===== src/rtl/ramp_dither_pkg.sv =====
package ramp_dither_pkg;

  localparam int unsigned SEQ_W = 3;
  localparam logic [SEQ_W-1:0] SEQ_SEED = 3'b001;
  localparam int SEQ_MID = 4;

  // x^3 + x^2 + 1, new bit enters at the bottom
  function automatic logic [SEQ_W-1:0] seq_next(input logic [SEQ_W-1:0] s);
    return {s[1:0], s[2] ^ s[1]};
  endfunction

endpackage


===== src/rtl/ramp_dither_seq.sv =====
module ramp_dither_seq
  import ramp_dither_pkg::*;
(
  input  logic             clk,
  input  logic             rst_n,
  input  logic             reseed,
  input  logic             step,
  output logic [SEQ_W-1:0] state
);

  always_ff @(posedge clk) begin
    if (!rst_n) begin
      state <= SEQ_SEED;
    end else if (reseed) begin
      state <= SEQ_SEED;
    end else if (step) begin
      state <= seq_next(state);
    end
  end

endmodule


===== src/rtl/ramp_dither_ctr.sv =====
module ramp_dither_ctr #(
  parameter int unsigned ADC_W       = 12,
  parameter int unsigned NUM_SAMPLES = 1 << ADC_W
) (
  input  logic             clk,
  input  logic             rst_n,
  input  logic             start,
  input  logic             step,
  output logic [ADC_W-1:0] ramp,
  output logic             running,
  output logic             done
);

  localparam logic [ADC_W-1:0] LAST = ADC_W'(NUM_SAMPLES - 1);

  always_ff @(posedge clk) begin
    if (!rst_n) begin
      ramp    <= '0;
      running <= 1'b0;
      done    <= 1'b0;
    end else if (start) begin
      ramp    <= '0;
      running <= 1'b1;
      done    <= 1'b0;
    end else if (step) begin
      if (ramp == LAST) begin
        running <= 1'b0;
        done    <= 1'b1;
      end else begin
        ramp <= ramp + 1'b1;
      end
    end
  end

endmodule


===== src/rtl/ramp_dither_map.sv =====
module ramp_dither_map
  import ramp_dither_pkg::*;
#(
  parameter int unsigned DAC_W     = 20,
  parameter int unsigned ADC_W     = 12,
  parameter int unsigned DITH_STEP = 32
) (
  input  logic [ADC_W-1:0] ramp,
  input  logic [SEQ_W-1:0] state,
  output logic [DAC_W-1:0] dac_code
);

  localparam int unsigned SHIFT = DAC_W - ADC_W;
  localparam int unsigned SW    = DAC_W + 2;
  localparam logic signed [SW-1:0] TOP = {2'b00, {DAC_W{1'b1}}};

  logic [SW-1:0]        base;
  int                   off_i;
  logic signed [SW-1:0] sum;

  always_comb begin
    base  = SW'(ramp) << SHIFT;
    off_i = (int'(state) - SEQ_MID) * int'(DITH_STEP);
    sum   = $signed(base) + $signed(SW'(off_i));
    if (sum < 0) begin
      dac_code = '0;
    end else if (sum > TOP) begin
      dac_code = {DAC_W{1'b1}};
    end else begin
      dac_code = sum[DAC_W-1:0];
    end
  end

endmodule


===== src/rtl/ramp_dither_gen.sv =====
module ramp_dither_gen
  import ramp_dither_pkg::*;
#(
  parameter int unsigned DAC_W       = 20,
  parameter int unsigned ADC_W       = 12,
  parameter int unsigned DITH_STEP   = 32,
  parameter int unsigned NUM_SAMPLES = 1 << ADC_W
) (
  input  logic             clk,
  input  logic             rst_n,
  input  logic             start_i,
  input  logic             out_ready,
  output logic             out_valid,
  output logic [DAC_W-1:0] dac_code,
  output logic [ADC_W-1:0] adc_code,
  output logic             done
);

  logic             running;
  logic             accept;
  logic [SEQ_W-1:0] seq_state;
  logic [ADC_W-1:0] ramp;

  assign accept    = running & out_ready;
  assign out_valid = running;
  assign adc_code  = ramp;

  ramp_dither_ctr #(
    .ADC_W       (ADC_W),
    .NUM_SAMPLES (NUM_SAMPLES)
  ) u_ctr (
    .clk     (clk),
    .rst_n   (rst_n),
    .start   (start_i),
    .step    (accept),
    .ramp    (ramp),
    .running (running),
    .done    (done)
  );

  ramp_dither_seq u_seq (
    .clk    (clk),
    .rst_n  (rst_n),
    .reseed (start_i),
    .step   (accept),
    .state  (seq_state)
  );

  ramp_dither_map #(
    .DAC_W     (DAC_W),
    .ADC_W     (ADC_W),
    .DITH_STEP (DITH_STEP)
  ) u_map (
    .ramp     (ramp),
    .state    (seq_state),
    .dac_code (dac_code)
  );

endmodule


===== config.mk =====
export PLATFORM = sky130hd
export DESIGN_NAME = ramp_dither_gen
export DESIGN_NICKNAME = d
export VERILOG_FILES = /design/src/rtl/ramp_dither_pkg.sv /design/src/rtl/ramp_dither_seq.sv /design/src/rtl/ramp_dither_ctr.sv /design/src/rtl/ramp_dither_map.sv /design/src/rtl/ramp_dither_gen.sv
export SDC_FILE = /design/constraint.sdc
export NUM_CORES = 1
export LEC_CHECK = 0
export CAP_MARGIN = 20
export CORE_MARGIN = 3
export CORE_UTILIZATION = 50
export CTS_BUF_LIST = sky130_fd_sc_hd__clkbuf_8
export CTS_CLUSTER_DIAMETER = 120
export CTS_CLUSTER_SIZE = 12
export DETAILED_ROUTE_END_ITERATION = 7
export DONT_BUFFER_PORTS = 1
export SYNTH_ARGS = -nofsm -noshare
export SYNTH_HDL_FRONTEND = slang
export SYNTH_SLANG_ARGS = --single-unit

===== constraint.sdc =====
create_clock -name clk -period 6.6 [get_ports clk]
set_input_delay 0.99 -clock clk [delete_from_list [all_inputs] [get_ports clk]]
set_output_delay 0.99 -clock clk [all_outputs]
set_load 0.01 [all_outputs]

==> flow_metrics.py, run 1 <==
metrics = {
    "outcome": {
        "status": "finished clean",
    },
    "grt": {
        "grt_pass1_vias": 1230,
        "grt_max_degree": 17,
        "grt_use_total_pct": 19.7,
        "grt_pass1_wl_um": 5670,
        "antenna_found_initial": 0,
        "grt-ovfl-total": 0,
    },
    "final_layout": {
        "drive_gt1_share_pct": 5.21,
        "area_growth_syn_to_layout_pct": 2.36,
        "register_area_sq_um": 340,
        "fillCellCount": 289,
        "fin_area_sq_um": 1570,
        "final_core_util_pct": 55.2,
        "final_nets": 212,
        "antenna_cells": 0,
        "multiInputGateArea_sq_um": 1100,
    },
    "synth": {
        "synth_top_family_by_area": "compound AO/OA/AOI/OAI gates",
        "ys_seq_area_share_pct": 22.1,
        "ys_types": 40,
        "synthAdderAreaFrac_pct": 12.7,
        "synth_edf_count": 0,
        "synth_cells": 197,
        "ys_async_sr_fraction_pct": 0,
        "syn_area_per_cell_sq_um": 7.81,
        "synth.net_count": 216,
        "synthMuxAreaShare_pct": 2.20,
        "yosys.area_share.simple_pct": 23.0,
        "synth_compound_area_share_pct": 23.1,
        "syn_area_sq_um": 1540,
        "synth_ff_type": "dfxtp_1",
        "synthXorXnorAreaFrac_pct": 10.8,
        "ys_warn_count": 0,
        "ys_seq_elements": 17,
    },
    "flow_run": {
        "cap_violations": 0,
    },
    "worst_setup_path": {
        "path_delay_family": "compound AO/OA/AOI/OAI gates",
        "end_kind": "output pin",
        "path_cells": "inv_1 > ha_1 > inv_1 > fa_1 > nor2b_4 > o31ai_2 > a31oi_1 > a211oi_2 > mux2i_2 > buf_4 > o41a_1",
        "worstPathArrival_ns": 3.44,
        "startpoint_type": "flip-flop",
        "r2r_end": "u_ctr.ramp[9]$_SDFFE_PP0P_",
        "crit_slowest_cell": "o41a_1",
        "cp_num_buf_inv": 3,
        "crit_path_start": "u_seq.state[2]$_SDFFE_PP0P_",
        "reg2regPathDepth": 7,
        "reg2reg_slack_ns": 4.37,
        "cp.depth": 11,
        "crit_top_cell": "inv_1",
        "required_ns": 5.61,
        "crit_path_max_fanout": 14,
        "path_class": "reg -> out",
        "r2r_start": "u_ctr.ramp[1]$_SDFFE_PP0P_",
        "cpPeakStageDelay_ns": 0.49,
        "crit_path_end": "dac_code[15]",
    },
    "sta": {
        "slew_headroom_pct": 53.3,
        "period_share_pct": 67.1,
        "drv_slew": 0,
        "finalSetupTns_ns": 0,
        "finalClockSkew_ns": 0.00550,
        "period_minus_slack_ns": 4.43,
        "worst_slew_pin_slew_ns": 0.692,
        "whs_ns": 0.477,
        "fmax_mhz": 226,
        "hold_viol": 0,
        "setup_viol": 0,
        "grt_setup_unrepaired": "false",
    },
    "die": {
        "die_area_sq_um": 3780,
        "start_util_pct": 53.9,
        "die_h_um": 61.5,
        "coreArea_sq_um": 2850,
        "io_pins": 38,
        "die_x_um": 61.5,
        "rows": 19,
    },
    "power": {
        "leakage_nw": 0.619,
        "power.density_nw_per_um2": 129,
        "ir_drop_mv": 0.134,
    },
    "drt": {
        "drt-total-wl_um": 3490,
        "num_vias": 1341,
        "antenna_left": 0,
        "wl_per_cell_um": 15.6,
        "vias_per_cell": 6.01,
        "drt_iter0_drc": 85,
        "drc": 0,
        "dr.pass1.iters": 4,
    },
    "placed_design": {
        "gp_congestion": 0.853,
        "dpl_cell_area_sq_um": 1520,
        "numPortBuffers": 0,
        "hpwl_um": 2690,
    },
    "cts": {
        "cts_hold_buf": 0,
        "clkTransAtPathRegs_ns": 0.06,
        "cts_max_level": 1,
        "cts_buffer_depth": 2,
        "cts_made_buffers": 3,
        "post-cts-setup-buffers": 0,
        "cts-root-buf": "clkbuf_8",
        "tritoncts": "yes",
        "cts-resized-gates": 0,
        "clock-sinks": 17,
        "clk_latency_ns": 0.25,
    },
    "hold_path": {
        "holdCritPathClass": "reg -> reg",
    },
}
-- tightest hold or removal path: stages (launching register included) --
cell and delay, ns:
dfxtp_1 0.32, nand2_1 0.06, a21oi_1 0.05
-- metal layers --
metal | vias to the layer above | GRT usage (%) | wire length (um)
met3 | 7 | 3.35 | 177
met2 | 44 | 31.6 | 1600
li1 | 676 | - | -
met4 | 0 | 6.36 | 48
met1 | 614 | 26.9 | 1660
met5 | - | 0 | 0
-- per-stage QoR --
stage | total power [mW] | instances | setup WS, ns
floorplan | 0.127 | 197 | 2.90
global placement | 0.129 | 218 | 2.61
detailed placement | 0.129 | 218 | 2.48
CTS | 0.204 | 222 | 2.18
global route | 0.213 | 223 | 1.87
finish | 0.202 | 223 | 2.17
-- area by class of cell --
class / instances / area share (%)
repair buffers: 2 / 0.954
clock inverters: 1 / 0.238
well taps: 31 / 2.46
multi-input cells: 161 / 70.2
inverters: 8 / 1.91
clock buffers: 3 / 2.62
flip-flops and latches: 17 / 21.6
-- cells in the final DEF, fill, tap and decap left out, types with 2 or more instances in the layout --
master and count:
and3_1 2, a21o_1 3, a21oi_1 15, o21ai_0 4, dfxtp_1 17, o21bai_1 2, o21a_1 17, xnor2_1 13
xor2_1 6, nand2b_1 3, nor3b_1 2, nor2b_1 2, ha_1 14, nor2_1 27, nand3_1 10, mux2i_1 2
inv_1 9, nor3_1 2, nand2_1 17, nand4_1 3, buf_4 2, clkbuf_8 3
-- worst min-delay path by stage --
| stage | startpoint | endpoint | slack (ns) | cells past startpoint |
|---|---|---|---|---|
| after floorplan | u_seq.state[0]$_SDFFE_PP1P_ | u_seq.state[1]$_SDFFE_PP0P_ | 0.45 | 2 |
| after global placement | u_seq.state[0]$_SDFFE_PP1P_ | u_seq.state[1]$_SDFFE_PP0P_ | 0.46 | 2 |
| after detailed placement | u_seq.state[0]$_SDFFE_PP1P_ | u_seq.state[1]$_SDFFE_PP0P_ | 0.47 | 2 |
| after CTS | u_seq.state[0]$_SDFFE_PP1P_ | u_seq.state[1]$_SDFFE_PP0P_ | 0.48 | 2 |
| after global routing | u_seq.state[0]$_SDFFE_PP1P_ | u_seq.state[1]$_SDFFE_PP0P_ | 0.51 | 2 |
| final | u_seq.state[0]$_SDFFE_PP1P_ | u_seq.state[1]$_SDFFE_PP0P_ | 0.48 | 2 |
-- sequential cells by signal (all words and copies together) (netlist names) --
| signal | count |
|---|---|
| u_ctr.running | 1 |
| u_ctr.ramp | 12 |
| u_ctr.done | 1 |
| u_seq.state | 3 |
-- report_power, final --
group          switching, mW  total, mW  internal (mW)
sequential           0.00157      0.105          0.104
combinational         0.0139     0.0222        0.00828
clock                 0.0337     0.0750         0.0413
-- cells in the mapped netlist (2+ instances only) --
cell type / count / area share [%]
nor2_1: 27 / 6.6
dfxtp_1: 17 / 22
nand2_1: 17 / 4.1
o21a_1: 17 / 8.3
a21oi_1: 15 / 4.9
ha_1: 14 / 11
xnor2_1: 13 / 7.4
nand3_1: 10 / 3.3
inv_1: 8 / 2.0
xor2_1: 6 / 3.4
buf_2: 5 / 1.6
buf_4: 4 / 2.0
o21ai_0: 4 / 1.3
a21o_1: 3 / 1.5
nand2b_1: 3 / 1.2
nand4_1: 3 / 1.2
and3_1: 2 / 0.81
clkbuf_1: 2 / 0.49
mux2i_1: 2 / 1.3
nor2b_1: 2 / 0.81
nor3_1: 2 / 0.65
nor3b_1: 2 / 0.98
o21bai_1: 2 / 0.98
-- cell families (layout without fill, tap and decap cells) --
logic type / Yosys count / count (layout)
muxes: 3 / 3
AOI/OAI and AO/OA: 50 / 50
adders and majority gates: 15 / 15
xor gates and xnor gates: 19 / 19
buffers and inverters: 19 / 14
DFF: 17 / 17
and+or+nand+nor: 74 / 74
Note: power is estimated with default switching activity, not from simulation.
==> inputs of run 2 (changes only) <==
--- a/config.mk
+++ b/config.mk
@@ -5,6 +5,7 @@
 export SDC_FILE = /design/constraint.sdc
 export NUM_CORES = 1
 export LEC_CHECK = 0
+export ABC_AREA = 1
 export CAP_MARGIN = 20
 export CORE_MARGIN = 3
 export CORE_UTILIZATION = 50
==> constraint.sdc (replaced) <==
create_clock -name clk -period 4.3 [get_ports clk]
set_input_delay 0.645 -clock clk [delete_from_list [all_inputs] [get_ports clk]]
set_output_delay 0.645 -clock clk [all_outputs]
set_load 0.01 [all_outputs]
==> flow_metrics.py, run 2 <==
metrics = {
    "outcome": {
        "status": "finished clean",
    },
    "worst_setup_path": {
        "startpoint_type": "flip-flop",
        "r2r_start": "u_ctr.ramp[0]$_SDFFE_PP0P_",
        "cpPeakStageDelay_ns": 0.56,
        "reg2reg_slack_ns": 2.40,
        "crit_path_max_fanout": 16,
        "required_ns": 3.65,
        "path_class": "reg -> out",
        "r2r_end": "u_ctr.ramp[2]$_SDFFE_PP0P_",
        "end_kind": "output pin",
        "cp_num_buf_inv": 3,
        "reg2regPathDepth": 9,
        "path_delay_family": "simple AND/OR/NAND/NOR gates",
        "worstPathArrival_ns": 3.14,
        "crit_slowest_cell": "nor2_2",
        "path_cells": "inv_1 > ha_1 > inv_1 > fa_1 > inv_1 > nand3_1 > nand3_1 > nand3_1 > nand4_1 > nand2_2 > nor2_2",
    },
    "sta": {
        "setup_viol": 0,
        "finalClockSkew_ns": 0.00249,
        "worst_slew_pin_slew_ns": 0.592,
        "fmax_mhz": 264,
        "period_share_pct": 88.0,
        "period_minus_slack_ns": 3.78,
        "hold_viol": 0,
        "drv_slew": 0,
        "slew_headroom_pct": 60.4,
        "grt_setup_unrepaired": "false",
        "finalSetupTns_ns": 0,
    },
    "cts": {
        "cts-root-buf": "clkbuf_8",
        "tritoncts": "yes",
        "cts-resized-gates": 0,
        "clk_latency_ns": 0.25,
        "cts_made_buffers": 3,
        "clock-sinks": 17,
        "post-cts-setup-buffers": 0,
        "cts_hold_buf": 0,
        "cts_max_level": 1,
        "cts_buffer_depth": 2,
        "clkTransAtPathRegs_ns": 0.06,
    },
    "grt": {
        "use_met1_pct": 27.2,
        "grt_use_total_pct": 20.8,
        "antenna_found_initial": 0,
        "grt_util_met2_pct": 34.0,
        "grt-busiest-layer": "met2",
        "grt_pass1_vias": 1534,
        "grt-ovfl-total": 0,
        "grt_max_degree": 17,
        "grt.met3_usage_pct": 2.91,
        "grt_pass1_wl_um": 6980,
    },
    "synth": {
        "syn_area_per_cell_sq_um": 6.34,
        "yosysMostFrequentCell": "nand2_1",
        "ys_seq_elements": 17,
        "yosysTopAreaCell": "dfxtp_1",
        "ys_types": 26,
        "synth_ff_type": "dfxtp_1",
        "synth_common_cells": "76 x nand2_1, 37 x inv_1, 29 x a21oi_1",
        "ys_seq_area_share_pct": 19.2,
        "synth.net_count": 298,
        "synthTopCellsByArea": "dfxtp_1 19%, nand2_1 16%, ha_1 9.9%",
        "synth_top_area_share_pct": 19.2,
        "synth_cells": 279,
        "syn_area_sq_um": 1770,
        "synth_edf_count": 0,
        "ys_warn_count": 0,
        "ys_async_sr_fraction_pct": 0,
    },
    "final_layout": {
        "fillCellCount": 363,
        "area_growth_syn_to_layout_pct": 1.70,
        "final_core_util_pct": 56.1,
        "largestRegisters": "u_ctr.ramp (12), u_seq.state (3)",
        "layout_commonest_cell": "nand2_1",
        "final_nets": 295,
        "largest_reg_flops": 12,
        "drive_gt1_share_pct": 11.6,
        "regMostFlops": "u_ctr.ramp",
        "multiInputGateArea_sq_um": 1200,
        "antenna_cells": 0,
        "register_area_sq_um": 340,
        "mostFrequentLayoutCells": "76 x nand2_1, 37 x inv_1, 29 x a21oi_1",
    },
    "flow_run": {
        "cap_violations": 0,
    },
    "die": {
        "start_util_pct": 55.2,
        "coreArea_sq_um": 3200,
        "die_h_um": 65.5,
        "io_pins": 38,
        "rows": 20,
        "die_x_um": 65.5,
        "die_area_sq_um": 4290,
    },
    "drt": {
        "dr.pass1.iters": 4,
        "wl_per_cell_um": 12.4,
        "drt_iter0_drc": 73,
        "num_vias": 1636,
        "drc": 0,
        "antenna_left": 0,
        "vias_per_cell": 5.13,
        "drt-total-wl_um": 3970,
    },
    "hold_path": {
        "hp-start": "u_ctr.done$_SDFFE_PP0P_",
        "min_delay_path_depth": 2,
        "holdCritPathClass": "reg -> reg",
        "min_to": "u_ctr.done$_SDFFE_PP0P_",
    },
    "power": {
        "leakage_nw": 0.801,
        "ir_drop_mv": 0.200,
        "power.density_nw_per_um2": 200,
    },
    "placed_design": {
        "gp_congestion": 0.895,
        "numPortBuffers": 0,
        "hpwl_um": 3180,
    },
}
-- run 2: cell count changes in the layout (fill, tap and decap cells not counted), moves of 5 or more --
cell / delta
a21oi_1: +14
a21oi_2: +10
inv_1: +28
xnor2_1: -8
nand2_1: +59
nor2_1: -5
nand2_2: +6
o21a_1: -17
-- run 2: report_power, final --
part	internal (mW)	switching [mW]
clock	0.0644	0.0557
combinational	0.0212	0.0554
sequential	0.160	0.00286
total	0.245	0.114
-- run 2: kinds of logic after synthesis --
logic type	after synthesis	synth area share, %
buf+inv	50	13.0
xor+xnor	13	6.44
flops	17	19.3
simple gates	136	34.5
compound gates	48	15.9
fa+ha+maj	15	11.0
-- run 2: area by class of cell --
| class | instances | area share, % |
|---|---|---|
| inverters | 42 | 8.77 |
| clock buffers | 3 | 2.30 |
| well taps | 44 | 3.06 |
| flip-flops and latches | 17 | 18.9 |
| clock inverters | 1 | 0.278 |
| multi-input cells | 212 | 66.7 |
-- run 2: how the worst max path moves through the flow --
stage | startpoint | end | slack, ns | depth (start not counted)
after floorplan | u_seq.state[2]$_SDFFE_PP0P_ | dac_code[1] | 1.25 | 13
after CTS | u_seq.state[2]$_SDFFE_PP0P_ | dac_code[2] | 0.51 | 11
final | u_seq.state[2]$_SDFFE_PP0P_ | dac_code[2] | 0.52 | 11
after global routing | u_seq.state[2]$_SDFFE_PP0P_ | dac_code[0] | 0.26 | 11
after detailed placement | u_seq.state[2]$_SDFFE_PP0P_ | dac_code[2] | 0.80 | 11
after global placement | u_seq.state[2]$_SDFFE_PP0P_ | dac_code[2] | 0.88 | 11
-- run 2: metrics by stage --
step	cells	instance area (sq um)	hold WS, ns	total power, mW	setup slack [ns]
after floorplan	279	1770	0.464	0.239	1.25
after global placement	315	1750	0.486	0.243	0.876
after detailed placement	315	1750	0.491	0.244	0.802
after CTS	319	1800	0.501	0.363	0.512
after global routing	319	1800	0.534	0.381	0.260
final	319	1800	0.502	0.359	0.516
-- run 2: per-layer routing --
| layer | share of wire, % | up-vias |
|---|---|---|
| li1 | - | 881 |
| met1 | 49 | 711 |
| met2 | 44 | 38 |
| met3 | 4.8 | 6 |
| met4 | 1.8 | 0 |
| met5 | 0 | - |
-- run 2: worst register-to-register path: stages, from the launching register on --
cell and delay [ns]:
dfxtp_1 0.49, ha_1 0.29, inv_1 0.11, nor2_4 0.16
nand3_1 0.13, nand2_2 0.22, inv_2 0.15, nand3_1 0.09
nand2_1 0.05, a21oi_1 0.13
==> inputs of run 3 (changes only) <==
--- a/config.mk
+++ b/config.mk
@@ -5,7 +5,6 @@
 export SDC_FILE = /design/constraint.sdc
 export NUM_CORES = 1
 export LEC_CHECK = 0
-export ABC_AREA = 1
 export CAP_MARGIN = 20
 export CORE_MARGIN = 3
 export CORE_UTILIZATION = 50
==> flow_metrics.py, run 3 (same netlist as run 1, synthesis figures left out) <==
metrics = {
    "worst_setup_path": {
        "reg2regPathDepth": 7,
        "crit_path_max_fanout": 15,
        "r2r_end": "u_ctr.ramp[9]$_SDFFE_PP0P_",
        "reg2reg_slack_ns": 2.10,
        "r2r_start": "u_ctr.ramp[1]$_SDFFE_PP0P_",
        "required_ns": 3.65,
        "end_kind": "output pin",
        "worstPathArrival_ns": 3.29,
        "crit_path_start": "u_seq.state[2]$_SDFFE_PP0P_",
        "crit_path_end": "dac_code[15]",
        "path_class": "reg -> out",
        "startpoint_type": "flip-flop",
    },
    "sta": {
        "whs_ns": 0.477,
        "slew_headroom_pct": 52.8,
        "period_minus_slack_ns": 3.94,
        "layout_setup_ws_ns": 0.364,
        "drv_slew": 0,
        "worst_slew_pin_slew_ns": 0.700,
        "fmax_mhz": 254,
        "finalClockSkew_ns": 0.000732,
        "finalSetupTns_ns": 0,
        "grt_setup_unrepaired": "false",
        "setup_viol": 0,
        "hold_viol": 0,
        "period_share_pct": 91.5,
    },
    "final_layout": {
        "antenna_cells": 0,
        "mostFrequentLayoutCells": "27 x nor2_1, 17 x nand2_1, 17 x o21a_1, 17 x dfxtp_1, 15 x a21oi_1",
        "largest_reg_flops": 12,
        "fin_area_sq_um": 1580,
        "layout_commonest_cell": "nor2_1",
        "final_nets": 212,
        "final_core_util_pct": 55.5,
        "drive_gt1_share_pct": 5.21,
        "final_cells": 223,
        "area_growth_syn_to_layout_pct": 2.93,
        "largestRegisters": "u_ctr.ramp (12), u_seq.state (3)",
        "regMostFlops": "u_ctr.ramp",
    },
    "grt": {
        "grt_pass1_wl_um": 5630,
        "grt-ovfl-total": 0,
        "grt_pass1_vias": 1217,
        "grt_use_total_pct": 19.8,
        "grt_max_degree": 17,
        "antenna_found_initial": 0,
    },
    "drt": {
        "drt_iter0_drc": 106,
        "vias_per_cell": 5.91,
        "num_vias": 1317,
        "drc": 0,
        "antenna_left": 0,
        "wl_per_cell_um": 15.5,
        "drt-total-wl_um": 3460,
        "dr.pass1.iters": 5,
    },
    "cts": {
        "clk_latency_ns": 0.25,
        "clock-sinks": 17,
        "cts_hold_buf": 0,
        "cts-resized-gates": 0,
        "cts_max_level": 1,
        "cts_buffer_depth": 2,
        "tritoncts": "yes",
        "clkTransAtPathRegs_ns": 0.06,
        "cts_made_buffers": 3,
        "post-cts-setup-buffers": 0,
        "cts-root-buf": "clkbuf_8",
    },
    "placed_design": {
        "hpwl_um": 2650,
        "numPortBuffers": 0,
        "dp_cells": 219,
        "preCtsSetupSlack_ns": 0.466,
        "gp_congestion": 0.881,
        "dpl_cell_area_sq_um": 1530,
    },
    "power": {
        "leakage_nw": 0.621,
        "power.density_nw_per_um2": 195,
        "ir_drop_mv": 0.194,
        "finalPower_mw": 0.309,
    },
    "flow_run": {
        "cap_violations": 0,
    },
    "die": {
        "rows": 19,
        "die_x_um": 61.5,
        "die_area_sq_um": 3780,
        "die_h_um": 61.5,
        "io_pins": 38,
        "start_util_pct": 53.9,
        "coreArea_sq_um": 2850,
    },
    "outcome": {
        "status": "finished clean",
    },
    "hold_path": {
        "holdCritPathClass": "reg -> reg",
    },
}
==> run 3: changes by cell type in the layout (fill, tap and decap cells not counted), moves of 4 or more <==
cell	before	now
nand2_1	76	17
inv_1	37	9
o21a_1	0	17
a21oi_1	29	15
a21oi_2	10	0
xnor2_1	5	13
nand2_2	6	0
nor2_1	22	27
inv_2	4	0
nand3_1	14	10
o21ai_0	8	4
==> run 3: layout make-up <==
type	instances	area, sq um
Clock buffer	3	41.3
Clock inverter	1	3.75
Fill cell	279	1270
Inverter	8	30.0
Multi-Input combinational cell	161	1110
Sequential cell	17	340
Tap cell	31	38.8
Timing Repair Buffer	2	15.0
==> run 3: routing by layer <==
layer / up-vias / global-route usage [%] / wire [um] / part of all wire, %
met4: 0 / 8.48 / 46 / 1.3
li1: 677 / - / - / -
met1: 601 / 25.7 / 1570 / 45
met5: - / 0 / 0 / 0
met3: 4 / 2.31 / 157 / 4.5
met2: 35 / 33.1 / 1680 / 49
==> run 3: worst max-delay path, stage by stage (launching register included) <==
cell and delay (ns):
dfxtp_1 0.45, inv_1 0.28, ha_1 0.29, inv_1 0.07, fa_1 0.24, nor2b_4 0.06
o31ai_2 0.25, a31oi_1 0.20, a211oi_2 0.34, mux2i_4 0.55, o41a_1 0.30
==> run 3: worst min path at each step <==
stage | start | slack (ns) | end | cells after the start
floorplan | u_seq.state[0]$_SDFFE_PP1P_ | 0.45 | u_seq.state[1]$_SDFFE_PP0P_ | 2
global placement | u_seq.state[0]$_SDFFE_PP1P_ | 0.46 | u_seq.state[1]$_SDFFE_PP0P_ | 2
detailed placement | u_seq.state[0]$_SDFFE_PP1P_ | 0.47 | u_seq.state[1]$_SDFFE_PP0P_ | 2
CTS | u_seq.state[0]$_SDFFE_PP1P_ | 0.48 | u_seq.state[1]$_SDFFE_PP0P_ | 2
global route | u_seq.state[0]$_SDFFE_PP1P_ | 0.51 | u_seq.state[1]$_SDFFE_PP0P_ | 2
finish | u_seq.state[0]$_SDFFE_PP1P_ | 0.48 | u_seq.state[1]$_SDFFE_PP0P_ | 2
==> run 3: where the power goes <==
| part | switching [mW] | internal (mW) | total, mW |
|---|---|---|---|
| logic | 0.0214 | 0.0130 | 0.0344 |
| registers | 0.00230 | 0.159 | 0.161 |
| clock network | 0.0500 | 0.0633 | 0.113 |
